==> config.mk <==
export PLATFORM = sky130hd
export DESIGN_NAME = flash_wstat_gen
export DESIGN_NICKNAME = d
export VERILOG_FILES = /design/src/rtl/fws_pkg.sv /design/src/rtl/fws_timer.sv /design/src/rtl/fws_status.sv /design/src/rtl/fws_rdmux.sv /design/src/rtl/flash_wstat_gen.sv
export SDC_FILE = /design/constraint.sdc
export NUM_CORES = 1
export LEC_CHECK = 0
export ABC_CLOCK_PERIOD_IN_PS = 3500
export BUFFER_PORTS_ARGS = -buffer_cell sky130_fd_sc_hd__buf_2
export CORE_UTILIZATION = 55
export DETAILED_ROUTE_END_ITERATION = 12
export PLACE_DENSITY = 0.78
export SETUP_SLACK_MARGIN = 0.5
export SYNTH_ARGS = -nofsm -noshare
export SYNTH_HDL_FRONTEND = slang
export SYNTH_SLANG_ARGS = --single-unit
==> constraint.sdc <==
create_clock -name clk -period 3.5 [get_ports clk]
set_input_delay 0.7 -clock clk [delete_from_list [all_inputs] [get_ports clk]]
set_output_delay 0.7 -clock clk [all_outputs]
set_load 0.02 [all_outputs]
==> src/rtl/fws_pkg.sv <==
package fws_pkg;
  typedef enum logic [1:0] {
    OP_PROG  = 2'd0,
    OP_SECT  = 2'd1,
    OP_CHIP  = 2'd2,
    OP_CHIP2 = 2'd3
  } op_e;

  localparam int POLL_BIT = 7;
  localparam int TOG_BIT  = 6;
endpackage

==> src/rtl/fws_timer.sv <==
module fws_timer
  import fws_pkg::*;
#(
  parameter int unsigned PROG_CYC = 20,
  parameter int unsigned SECT_CYC = 40,
  parameter int unsigned CHIP_CYC = 80,
  localparam int CNT_W = $clog2(CHIP_CYC + 1)
) (
  input  logic clk,
  input  logic rst,
  input  logic launch,
  input  op_e  op,
  output logic busy
);
  logic [CNT_W-1:0] cnt;
  logic [CNT_W-1:0] load_val;

  always_comb begin
    case (op)
      OP_PROG: load_val = CNT_W'(PROG_CYC - 1);
      OP_SECT: load_val = CNT_W'(SECT_CYC - 1);
      default: load_val = CNT_W'(CHIP_CYC - 1);
    endcase
  end

  always_ff @(posedge clk) begin
    if (rst) begin
      busy <= 1'b0;
      cnt  <= '0;
    end else if (launch) begin
      busy <= 1'b1;
      cnt  <= load_val;
    end else if (busy) begin
      if (cnt == '0) busy <= 1'b0;
      else           cnt  <= cnt - 1'b1;
    end
  end
endmodule

==> src/rtl/fws_status.sv <==
module fws_status
  import fws_pkg::*;
(
  input  logic clk,
  input  logic rst,
  input  logic launch,
  input  op_e  op,
  input  logic wr_bit7,
  input  logic rd_en,
  input  logic busy,
  output logic poll_bit,
  output logic tog_bit
);
  logic is_prog;
  logic inv_bit;

  always_ff @(posedge clk) begin
    if (rst) begin
      is_prog <= 1'b0;
      inv_bit <= 1'b0;
      tog_bit <= 1'b0;
    end else if (launch) begin
      is_prog <= (op == OP_PROG);
      inv_bit <= ~wr_bit7;
      tog_bit <= 1'b0;
    end else if (rd_en && busy) begin
      tog_bit <= ~tog_bit;
    end
  end

  assign poll_bit = is_prog ? inv_bit : 1'b0;
endmodule

==> src/rtl/fws_rdmux.sv <==
module fws_rdmux
  import fws_pkg::*;
#(
  parameter int DATA_W = 8
) (
  input  logic              clk,
  input  logic              rst,
  input  logic              rd_en,
  input  logic              busy,
  input  logic              poll_bit,
  input  logic              tog_bit,
  input  logic [DATA_W-1:0] arr_data,
  output logic [DATA_W-1:0] rd_data
);
  logic [DATA_W-1:0] status_word;

  always_comb begin
    status_word           = arr_data;
    status_word[POLL_BIT] = poll_bit;
    status_word[TOG_BIT]  = tog_bit;
  end

  always_ff @(posedge clk) begin
    if (rst)        rd_data <= '0;
    else if (rd_en) rd_data <= busy ? status_word : arr_data;
  end
endmodule

==> src/rtl/flash_wstat_gen.sv <==
module flash_wstat_gen
  import fws_pkg::*;
#(
  parameter int          DATA_W  = 8,
  parameter int unsigned CLK_KHZ = 250000,
  parameter int unsigned PROG_US = 20,
  parameter int unsigned SECT_US = 25000,
  parameter int unsigned CHIP_US = 100000
) (
  input  logic              clk,
  input  logic              rst,
  input  logic              start,
  input  logic [1:0]        start_op,
  input  logic [DATA_W-1:0] start_data,
  input  logic              rd_en,
  input  logic [DATA_W-1:0] arr_data,
  output logic [DATA_W-1:0] rd_data,
  output logic              busy
);
  localparam int unsigned PROG_CYC = int'((64'(CLK_KHZ) * 64'(PROG_US)) / 64'd1000);
  localparam int unsigned SECT_CYC = int'((64'(CLK_KHZ) * 64'(SECT_US)) / 64'd1000);
  localparam int unsigned CHIP_CYC = int'((64'(CLK_KHZ) * 64'(CHIP_US)) / 64'd1000);

  logic launch;
  logic poll_bit;
  logic tog_bit;
  op_e  op;

  assign op     = op_e'(start_op);
  assign launch = start && !busy;

  fws_timer #(
    .PROG_CYC(PROG_CYC),
    .SECT_CYC(SECT_CYC),
    .CHIP_CYC(CHIP_CYC)
  ) u_timer (
    .clk   (clk),
    .rst   (rst),
    .launch(launch),
    .op    (op),
    .busy  (busy)
  );

  fws_status u_status (
    .clk     (clk),
    .rst     (rst),
    .launch  (launch),
    .op      (op),
    .wr_bit7 (start_data[POLL_BIT]),
    .rd_en   (rd_en),
    .busy    (busy),
    .poll_bit(poll_bit),
    .tog_bit (tog_bit)
  );

  fws_rdmux #(.DATA_W(DATA_W)) u_rdmux (
    .clk     (clk),
    .rst     (rst),
    .rd_en   (rd_en),
    .busy    (busy),
    .poll_bit(poll_bit),
    .tog_bit (tog_bit),
    .arr_data(arr_data),
    .rd_data (rd_data)
  );
endmodule

# ---- After elaboration in Yosys (flattened, before gate mapping)
# Index checks and enable logic that the tools add are counted.
dict set report word_totals {
  reg_bits 37
  input_bits 22
  output_inout_bits 9
  wordCells 28
}
dict set report classes {
  addsub 1
  eq_ne 2
  n_mux 9
  bitwise 2
  n_reduce_logical 8
}
# operator n
set op_table {}
lappend op_table {{25-bit 2-to-1 mux} 3}
lappend op_table {{25-bit one-hot mux with 2 select lines} 1}
lappend op_table {{25-bit logical NOT} 1}
lappend op_table {{25-bit by 1-bit subtractor with 25-bit output, second input constant} 1}
lappend op_table {{8-bit 2-to-1 mux} 1}
lappend op_table {{1-bit 2-to-1 mux} 4}
lappend op_table {{2-bit by 1-bit equality test with 1-bit output, second input constant} 1}
lappend op_table {{1-bit logical AND} 2}
lappend op_table {{2-bit logical NOT} 1}
lappend op_table {{2-bit != test, second input constant} 1}
lappend op_table {{1-bit NOT} 2}
lappend op_table {{2-bit AND reduction} 1}
lappend op_table {{2-bit nonzero test} 1}
lappend op_table {{2-bit OR reduction} 1}
lappend op_table {{1-bit logical NOT} 1}

# ---- Depth between registers and ports, before layout
dict set report logic_depth {
  ltp_word 4
  ltp_mapped 8
  mapped_depth_nobuf 7
}

# ---- By module
# A second synthesis with hierarchy kept.
dict set report hier_totals {
  hier_cells 229
  hier_area_um2 1985.7
}
# module n_inst cells_each area_per_inst_um2
set by_module_without_submodules {}
lappend by_module_without_submodules {fws_timer 1 188 1549.0}
lappend by_module_without_submodules {fws_rdmux 1 28 300.3}
lappend by_module_without_submodules {fws_status 1 12 122.6}
lappend by_module_without_submodules {flash_wstat_gen 1 1 13.8}

# ---- Worst setup path after synthesis
# OpenSTA, ideal clock, no wires.
dict set report synth_path {
  path_type {flip-flop to flip-flop}
  start {register u_timer.cnt[0]}
  end {register u_timer.cnt[24]}
  setup_time_ns 0.074
  arrival_ns 1.976
  required_ns 3.426
  slack_ns 1.450
  path_stages_with_launch 9
  path_buffers 1
  period_less_slack_ns 2.050
  cell_sequence {dfxtp_1 -> inv_1 -> ha_1 -> or4b_1 -> buf_2 -> nor3_4 -> nand2_2 -> or4_1 -> a31oi_1}
}
dict set report synth_via {
  elab_chain_cells 4
}
# item line_no
set synth_lines {}
lappend synth_lines {{start: declaration} fws_timer.sv:15} ;# logic [CNT_W-1:0] cnt;
lappend synth_lines {{start signal: assignment} fws_timer.sv:32} ;# cnt <= load_val;
lappend synth_lines {{start signal: assignment} fws_timer.sv:35} ;# else cnt <= cnt - 1'b1;
lappend synth_lines {{25-bit by 1-bit subtractor with 25-bit output} fws_timer.sv:35}
lappend synth_lines {{25-bit 2-to-1 mux} fws_timer.sv:34} ;# if (cnt == '0) busy <= 1'b0;
lappend synth_lines {{25-bit 2-to-1 mux} fws_timer.sv:33} ;# end else if (busy) begin
lappend synth_lines {{25-bit 2-to-1 mux} fws_timer.sv:30} ;# end else if (launch) begin
# Parallel ways exist; a longest one is shown, timed or not. The select of a mux whose other input is x is not followed.
# A chain may end at the register's enable or synchronous reset.

# ---- Worst setup path in the final report
# Ends and elaborated chain as after synthesis.

==> summary.txt <==
Layout
  • Register area: 741 um^2
  • Nets: 287
  • N_diodes: 0
  • Layout overhead on the synthesized area: 11.1%
  • Share of layout cells above drive strength 1: 0.163
  • Area of the multi-input gates: 1170 um^2
  • # fillers: 305
  • Design Area, Final: 2240 um^2

STA
  • RSZ-0062 raised after global routing: no
  • Fin. max-slew vios: 0
  • Period Utilization, post-route: 0.685
  • Final setup TNS: 0 ps
  • Setup ws final: 1100 ps
  • # setup viols final: 0
  • Max_slew headroom: 0.491
  • Fin Clk Skew: 8.10 ps
  • Fmax: 417 MHz
  • Worst slew pin tran: 758 ps
  • Final Hold Vio Count: 0
  • Period minus WS final: 2400 ps

Drt
  • 1st-iter DRT viols: 191
  • DR DRC count: 0
  • Vias post-DR: 1991
  • Avg Vias per Cell: 6.42
  • Drt first pass iters: 5
  • Routed Antenna Nets: 0
  • WL/cell: 15.9 um
  • Final WL: 4.93 mm

Clock network
  • Post-cts gate resize count: 0
  • Root Driver: clkbuf_4
  • CTS H-tree depth: 2
  • Skew-Pair Late Insertion Delay: 350 ps
  • Clock Pin Slew Worst Setup and Hold Paths: 120 ps
  • Maximum clock path buffer count: 2
  • TritonCTS clock tree: done
  • CTS Sinks: 37
  • Hold buffer count at CTS: 0
  • CTS buffer count: 5
  • Postcts setup bufs: 0

Critical path
  • Critical path capture point type: flip-flop
  • Worst R2R Path Depth: 7
  • Levels on crit path: 7
  • CP max FO: 7
  • Slowest stage delay, CP: 620 ps
  • Critical Path AT: 2670 ps
  • Startpoint Class: flip-flop
  • WP buf/inv: 1
  • Critical Path RT: 3770 ps
  • Crit-path cells: inv_1 > ha_1 > or4b_1 > nor3_4 > nand2_2 > or4_1 > a31oi_1
  • Worst reg2reg setup slack: 1100 ps
  • Crit path kind: reg2reg
  • Top delay family on crit path: simple AND/OR/NAND/NOR gates
  • CP max stage cell: or4b_1

Synth
  • Ys async rst share: 0
  • Synth Instances: 243
  • Synthesized cell area: 2010 um^2
  • Cell variety after synth: 55
  • Seq/Total Area, Yosys: 0.368
  • Syn avg cell area: 8.28 um^2
  • Post-synth EDFFs: 0
  • Synth warnings: 0
  • Yosys reg bits: 37
  • Main flop type after synthesis: dfxtp_1
  • Net Count, Synth: 267

Placement
  • Post-DP Area: 2150 um^2
  • Final Wtd Congestion: 0.876
  • IO buf count: 23
  • Setup WS pre-CTS: 1170 ps
  • Hpwl dp: 3.38 mm

Die
  • Die area: 3900 um^2
  • Die height: 62.5 um
  • IO Pins: 31
  • Core Box Area: 3420 um^2
  • Starting Density: 0.589
  • Row cnt: 21
  • Die Wd: 62.5 um

Hold path
  • HP Class: reg2reg
  • Worst Hold Depth: 2

Global route
  • GRT overflow: 0
  • First-pass GRT wire length: 8.47 mm
  • Tot GR Track Use: 0.272
  • Initial antenna violation count: 0
  • Largest net degree at the start of global routing: 40
  • Vias in the first global route: 1775

Job
  • Max cap viols: 0

Pwr
  • Overall Power: 0.00111 W
  • IR drop worst, VDD: 0.346 mV
  • Static Leakage: 0.856 nW
  • PwrDens: 498 nW/um^2

Outcome
  • Status: complete, no violations
==> synthesized netlist by cell type (all sizes together) (2+ instances only) <==
master	number	area, um^2
ha	2	25.0
a211oi	6	45.0
mux2i	8	80.1
nor2	29	109
o21a	2	15.0
o31ai	4	30.0
o211ai	3	22.5
a221oi	2	17.5
a21o	3	22.5
a31oi	7	43.8
nand2b	6	37.5
dfxtp	37	741
nand4b	2	17.5
o41ai	2	17.5
nor3	14	81.3
clkbuf	6	22.5
or3	2	17.5
nand4	4	25.0
buf	9	52.6
nand3b	2	15.0
inv	6	22.5
o32ai	2	17.5
o21ai	12	60.1
or4	4	33.8
a21oi	21	105
nand2	15	58.8
nor2b	4	25.0
a311oi	5	43.8
nor4	6	58.8
nand3	3	15.0
==> cell usage in the layout (no fill, tap or decap), types with 2 or more instances in the layout <==
cell type and count:
nor4_1 4, a211oi_1 6, o21ai_1 3, a31oi_1 7, a311oi_1 5, buf_4 5
inv_1 6, a221oi_1 2, nor2_1 29, nand4_1 4, nand2_1 14, o31ai_1 4
nand3b_1 2, nand4b_1 2, o21ai_0 9, o41ai_1 2, nor3_1 13, nand2b_1 6
clkbuf_4 5, nor2b_1 4, o211ai_1 3, a21o_1 3, ha_1 2, nand3_1 3
o21a_1 2, o32ai_1 2, a21oi_1 21, or4_1 3, buf_2 23, mux2i_1 8
dfxtp_1 37
==> metal layers <==
layer | wire [um] | track usage | share of wire | up-vias
li1 | - | - | - | 963
met2 | 2230 | 0.393 | 0.45 | 71
met1 | 2290 | 0.376 | 0.46 | 943
met3 | 304 | 0.0620 | 0.062 | 14
met5 | 0 | 0 | 0 | -
met4 | 106 | 0.137 | 0.022 | 0
==> tightest hold or removal path: cells and delay by family (launching register included) <==
kind / cells / cell delay [ps]
flops: 1 / 330
simple gates: 1 / 50
compound gates: 1 / 50
==> stage by stage <==
step / std cells / hold slack, ps / utilization
2_1_floorplan: 243 / 437 / -
3_3_place_gp: 302 / 449 / 0.629
3_5_place_dp: 302 / 455 / 0.629
4_1_cts: 310 / 473 / 0.655
5_1_grt: 310 / 499 / 0.655
6_report: 310 / 472 / 0.655
==> area by class of cell <==
class	count	share of cell area
clock buffers	6	0.0229
clock inverters	2	0.0168
inverters	6	0.0101
multi-input cells	185	0.525
flip-flops and latches	37	0.331
well taps	46	0.0257
repair buffers	28	0.0683
==> report_power, final <==
group / switching (W) / internal, W
Clock: 0.000149 / 0.000170
Sequential: 0.0000439 / 0.000457
Combinational: 0.000178 / 0.000114
Total: 0.000371 / 0.000741
==> kinds of logic after synthesis <==
family          share of synthesized area
xor+xnor                          0.00871
buf+inv                            0.0485
flops                               0.368
fa+ha+maj                          0.0124
simple gates                        0.262
mux                                0.0454
compound gates                      0.255
==> state kept, by name, indices dropped and copies added, names as in the netlist <==
register / flops
u_status.tog_bit: 1
u_status.is_prog: 1
u_timer.cnt: 25
u_status.inv_bit: 1
u_rdmux.rd_data: 8
u_timer.busy: 1
==> path summary, 6_finish.rpt <==
| path | start | end |
|---|---|---|
| hold / removal | u_status.is_prog$_SDFFE_PP0P_ | u_status.is_prog$_SDFFE_PP0P_ |
| hold reg to reg | u_status.is_prog$_SDFFE_PP0P_ | u_status.is_prog$_SDFFE_PP0P_ |
| setup / recovery | u_timer.cnt[0]$_SDFFE_PP0P_ | u_timer.cnt[24]$_SDFFE_PP0P_ |
| setup reg to reg | u_timer.cnt[0]$_SDFFE_PP0P_ | u_timer.cnt[24]$_SDFFE_PP0P_ |
(Power assumes the default switching activity.)
